`src/rtl/cb_pkg.sv`:
```
package cb_pkg;
  typedef enum logic {MODE_ALL = 1'b0, MODE_LOWF = 1'b1} cb_mode_e;
  typedef enum logic {PASS_ONE = 1'b0, PASS_TWO = 1'b1} cb_pass_e;
  localparam int CB_LEVELS = 3;  // term, column, row
endpackage

```
`src/rtl/cb_wrapctr.sv`:
```
module cb_wrapctr #(
  parameter int LIMIT = 8,
  localparam int W = (LIMIT > 1) ? $clog2(LIMIT) : 1
) (
  input  logic         clk,
  input  logic         rst,
  input  logic         clr,
  input  logic         inc,
  output logic [W-1:0] q,
  output logic         last
);
  assign last = (q == W'(LIMIT - 1));

  always_ff @(posedge clk) begin
    if (rst || clr)  q <= '0;
    else if (inc)    q <= last ? '0 : q + 1'b1;
  end

  AST_CTR_STEP: assert property (@(posedge clk) disable iff (rst)
    (inc && !clr && !last) |=> (q == $past(q) + 1'b1));
  AST_CTR_WRAP: assert property (@(posedge clk) disable iff (rst)
    (inc && last) |=> (q == '0));
endmodule

```
`src/rtl/cb_phase.sv`:
```
module cb_phase (
  input  logic clk,
  input  logic rst,
  input  logic clr,
  input  logic active,
  input  logic dbl,
  output logic phase,
  output logic op_end
);
  always_ff @(posedge clk) begin
    if (rst || clr)  phase <= 1'b0;
    else if (dbl)    phase <= ~phase;
    else             phase <= 1'b0;
  end

  assign op_end = active && (!dbl || phase);

  AST_PHASE_PAIR: assert property (@(posedge clk) disable iff (rst || clr)
    (dbl && !phase) |=> (phase && op_end));
  AST_PHASE_FIRST_QUIET: assert property (@(posedge clk) disable iff (rst)
    (dbl && !phase) |-> !op_end);
endmodule

```
`src/rtl/cb_seq_top.sv`:
```
module cb_seq_top #(
  parameter int DIM       = 8,
  parameter int LOWF_COLS = 2,
  localparam int IW = (DIM > 1) ? $clog2(DIM) : 1
) (
  input  logic          clk,
  input  logic          rst,
  input  logic          start_i,
  input  logic          mode_i,
  output logic          step_o,
  output logic [IW-1:0] row_o,
  output logic [IW-1:0] col_o,
  output logic [IW-1:0] term_o,
  output logic          acc_we_o,
  output logic          done_o
);
  import cb_pkg::*;

  logic          active_q, done_q;
  cb_pass_e      pass_q;
  cb_mode_e      mode_q;
  logic          launch, dbl, phase, op_end, pass_end;
  logic [IW-1:0] idx  [CB_LEVELS];
  logic [CB_LEVELS-1:0] last_v, inc_v;

  assign launch = start_i && !active_q;

  // Doubling decision: pass one only, all ops or the lowest-frequency outputs
  assign dbl = active_q && (pass_q == PASS_ONE) &&
               ((mode_q == MODE_ALL) ||
                ((idx[2] == '0) && (int'(idx[1]) < LOWF_COLS)));

  cb_phase u_phase (
    .clk(clk), .rst(rst), .clr(launch), .active(active_q),
    .dbl(dbl), .phase(phase), .op_end(op_end)
  );

  // Carry chain: term fastest, then column, then row
  always_comb begin
    inc_v[0] = op_end;
    for (int k = 1; k < CB_LEVELS; k++) inc_v[k] = inc_v[k-1] && last_v[k-1];
  end
  assign pass_end = inc_v[CB_LEVELS-1] && last_v[CB_LEVELS-1];

  for (genvar g = 0; g < CB_LEVELS; g++) begin : g_ctr
    cb_wrapctr #(.LIMIT(DIM)) u_ctr (
      .clk(clk), .rst(rst), .clr(launch), .inc(inc_v[g]),
      .q(idx[g]), .last(last_v[g])
    );
  end

  always_ff @(posedge clk) begin
    if (rst) begin
      active_q <= 1'b0;
      pass_q   <= PASS_ONE;
      mode_q   <= MODE_ALL;
      done_q   <= 1'b0;
    end else begin
      done_q <= pass_end && (pass_q == PASS_TWO);
      if (launch) begin
        active_q <= 1'b1;
        pass_q   <= PASS_ONE;
        mode_q   <= cb_mode_e'(mode_i);
      end else if (pass_end) begin
        if (pass_q == PASS_ONE) pass_q <= PASS_TWO;
        else begin
          active_q <= 1'b0;
          pass_q   <= PASS_ONE;
        end
      end
    end
  end

  assign step_o   = pass_q;
  assign term_o   = idx[0];
  assign col_o    = idx[1];
  assign row_o    = idx[2];
  assign acc_we_o = op_end;
  assign done_o   = done_q;

  AST_LAUNCH_ORIGIN: assert property (@(posedge clk) disable iff (rst)
    launch |=> (active_q && step_o == 1'b0 && row_o == '0 && col_o == '0 && term_o == '0));
  AST_PASS2_WRITES: assert property (@(posedge clk) disable iff (rst)
    (active_q && pass_q == PASS_TWO) |-> acc_we_o);
  AST_DONE_SINGLE: assert property (@(posedge clk) disable iff (rst)
    done_o |=> !done_o);
  AST_DONE_IDLE: assert property (@(posedge clk) disable iff (rst)
    done_o |-> (!active_q && !acc_we_o));
  AST_BUSY_MODE_HELD: assert property (@(posedge clk) disable iff (rst)
    (start_i && active_q) |=> $stable(mode_q));
endmodule

```
`config.mk`:
```
export PLATFORM = sky130hd
export DESIGN_NAME = cb_seq_top
export DESIGN_NICKNAME = d
export VERILOG_FILES = /design/src/rtl/cb_pkg.sv /design/src/rtl/cb_wrapctr.sv /design/src/rtl/cb_phase.sv /design/src/rtl/cb_seq_top.sv
export SDC_FILE = /design/constraint.sdc
export NUM_CORES = 1
export LEC_CHECK = 0
export CORE_MARGIN = 3
export CORE_UTILIZATION = 45
export DETAILED_ROUTE_END_ITERATION = 12
export PLACE_DENSITY = 0.71
export SLEW_MARGIN = 20
export SYNTH_ARGS = -nofsm -noshare
export SYNTH_HDL_FRONTEND = slang
export SYNTH_SLANG_ARGS = --single-unit
```
`constraint.sdc`:
```
create_clock -name clk -period 5.1 [get_ports clk]
set_input_delay 0.765 -clock clk [delete_from_list [all_inputs] [get_ports clk]]
set_output_delay 0.765 -clock clk [all_outputs]
set_load 0.05 [all_outputs]
```
==> qor.yml <==
grt_pass1_vias: 560
clockRootBuffer: "clkbuf_4"
viasPerCell: 5.65
drc: 0
critical-path-top-delay-family: "buffers and inverters"
arrival_ns: 2.39
status: "complete, no violations"
critPathSlowestCell: "clkdlybuf4s50_1"
diodes: 0
synth_fa_ha_area_share_pct: 10.4
cts_buffers: 3
hold_violations: 0
finalSetupViolCount: 0
r2r_setup_slack_ns: 3.03
maxSlewViolCount: 0
grt_overflow: 0
place_congestion: 0.700
synth_compound_area_share_pct: 11.2
cp_common_cell: "inv_1"
initial_utilization_pct: 51.5
drt_iter0_drc: 11
final_cell_mix: "clkdlybuf4s50_1, dfxtp_1, nand3b_1"
crit_required_ns: 4.34
cpPeakStageDelay_ns: 0.69
ant_nets: 0
dieWidth_microns: 49.2
syn_nets: 94
die_area_sq_um: 2420
period_share_pct: 61.8
layout_commonest_cell: "clkdlybuf4s50_1"
async_reset_ff_share_pct: 0
clkLatencyLatePin_ns: 0.28
cts.path.max_buffers: 2
drtPass1Iterations: 4
cp_cell_sequence: "inv_1 -> ha_1 -> or4b_4 -> a31oi_4 -> inv_1 -> clkdlybuf4s50_1"
wl_per_cell_microns: 13.6
yosys.area_share.simple_pct: 29.9
worst_pin_slew_ns: 0.712
synth_cells: 83
synth-edff-count: 0
dp.final_hpwl_microns: 1190
powerDensity_nw_per_um2: 205
min-delay-start: "g_ctr[0].u_ctr.q[2]"
layout-area-overhead-vs-synth_pct: 23.3
max-vdd-ir-drop_mv: 0.164
whs_endpoint: "g_ctr[0].u_ctr.q[2]"
htree_levels: 1
crit_type: "reg -> out"
clock_sinks: 14
track_usage_pct: 13.9
fin_skew_ns: 0.00442
synth_top_family_by_area: "simple AND/OR/NAND/NOR gates"
r2r_end: "step_o"
dr_total_vias: 684
avgSynthCellArea_sq_um: 10.1
post-cts-setup-buffers: 0
whs_path_depth: 2
ys_ff_latch: 14
dp.cells: 117
reg2regPathDepth: 3
ctsResizeCount: 0
rsz0062_at_grt: "no"
portBuffers: 15
ctsHoldBuffers: 0
ys_warn_count: 0
crit_fanout: 5
core_area_sq_um: 1630
p_leak_uw: 0.000384
antenna_found_initial: 0
fmax_mhz: 317
cts_tree: "done"
synth.distinct_cells: 30
std_cell_rows: 14
finalNonFillerCells: 121
netlist_area_sq_um: 838
grt_pass1_wl_microns: 2590
ys_seq_area_share_pct: 33.4
muxShareOfSynthArea_pct: 10.7
drt_wl_total_microns: 1650
fin_nets: 109
n_fill_cell: 144
timing.max_cap.violations: 0
relSlewSlack_pct: 52.6
synth_ff_type: "dfxtp_1"
hold_class: "reg -> reg"
synth_xor_area_share_pct: 0
finalSetupTns_ns: 0
worstSetupStartpointType: "flop"
drive_above_1_share_pct: 8.25
critPathCaptureType: "output port"
reg2reg_from: "active_q"
cts.clk_slew.worst_paths_ns: 0.09
pin_count: 16
cp_num_buf_inv: 3
fin_crit_ns: 3.15
grt_max_degree: 24
die_h_microns: 49.2
-- registers in the layout, summed over array words and instances (netlist names) --
register and cells:
active_q 1, g_ctr.u_ctr.q 9, u_phase.phase 1, done_o 1
mode_q 1, step_o 1
-- worst max path at each step --
stage / start / endpoint / slack, ns / cells past startpoint
after detailed placement: g_ctr[2].u_ctr.q[0] / acc_we_o / 2.26 / 6
after global routing: g_ctr[2].u_ctr.q[0] / acc_we_o / 1.86 / 6
after floorplan: g_ctr[2].u_ctr.q[0] / acc_we_o / 2.62 / 5
final: g_ctr[2].u_ctr.q[0] / acc_we_o / 1.95 / 6
after global placement: g_ctr[2].u_ctr.q[0] / acc_we_o / 2.31 / 6
after CTS: g_ctr[2].u_ctr.q[0] / acc_we_o / 1.93 / 6
-- where the power goes --
group,internal [uW],switching (uW)
sequential,111,4.12
combinational,8.46,9.00
clock,43.4,36.3
total,163,49.4
-- cell families (layout without fill, tap and decap cells) --
logic type / after synthesis / after routing
AO/OA/AOI/OAI: 12 / 12
adder cells (fa/ha/maj): 7 / 7
buffers and inverters: 9 / 23
flip-flops: 14 / 14
multiplexers: 9 / 9
AND/OR/NAND/NOR: 32 / 32
-- tightest hold or removal path, stage by stage, from the launching register on --
cell and delay (ns):
dfxtp_1 0.34, nand3b_1 0.08, mux2i_1 0.06
-- per-stage QoR --
stage	hold slack [ns]	total power, uW	util [%]	instance area, sq um	setup slack, ns
final	0.527	212	63.4	1030	1.95
after floorplan	0.551	130	-	838	2.62
after global placement	0.505	135	61.2	997	2.31
after global routing	0.561	223	63.4	1030	1.86
after detailed placement	0.516	135	61.2	997	2.26
after CTS	0.529	216	63.4	1030	1.93
-- synth_stat cells, types with 2 or more instances --
cell / count / area share, %
dfxtp_1: 14 / 33
inv_1: 4 / 1.8
ha_1: 7 / 10
nand4bb_1: 2 / 2.7
a21oi_1: 2 / 1.2
mux2i_1: 9 / 11
nand4_1: 4 / 3.0
clkbuf_1: 2 / 0.90
o211ai_1: 2 / 1.8
nand2b_1: 2 / 1.5
o21ai_0: 3 / 1.8
buf_2: 2 / 1.2
nand3b_1: 11 / 9.9
or4b_1: 3 / 3.6
-- layer usage --
layer	GRT usage, %	vias to the layer above	part of all wire [%]
li1	-	347	-
met3	5.81	2	4.5
met1	17.5	321	46
met5	0	-	0
met2	21.4	14	49
met4	4.27	0	0.67
-- layout make-up --
| cell class | instances | area [sq um] | area share, % |
|---|---|---|---|
| Multi-Input combinational cell | 60 | 522 | 50.5 |
| Sequential cell | 14 | 280 | 27.1 |
| Timing Repair Buffer | 15 | 150 | 14.5 |
| Clock buffer | 4 | 36.3 | 3.51 |
| Tap cell | 24 | 30.0 | 2.91 |
| Inverter | 4 | 15.0 | 1.45 |
(Power assumes the default switching activity.)
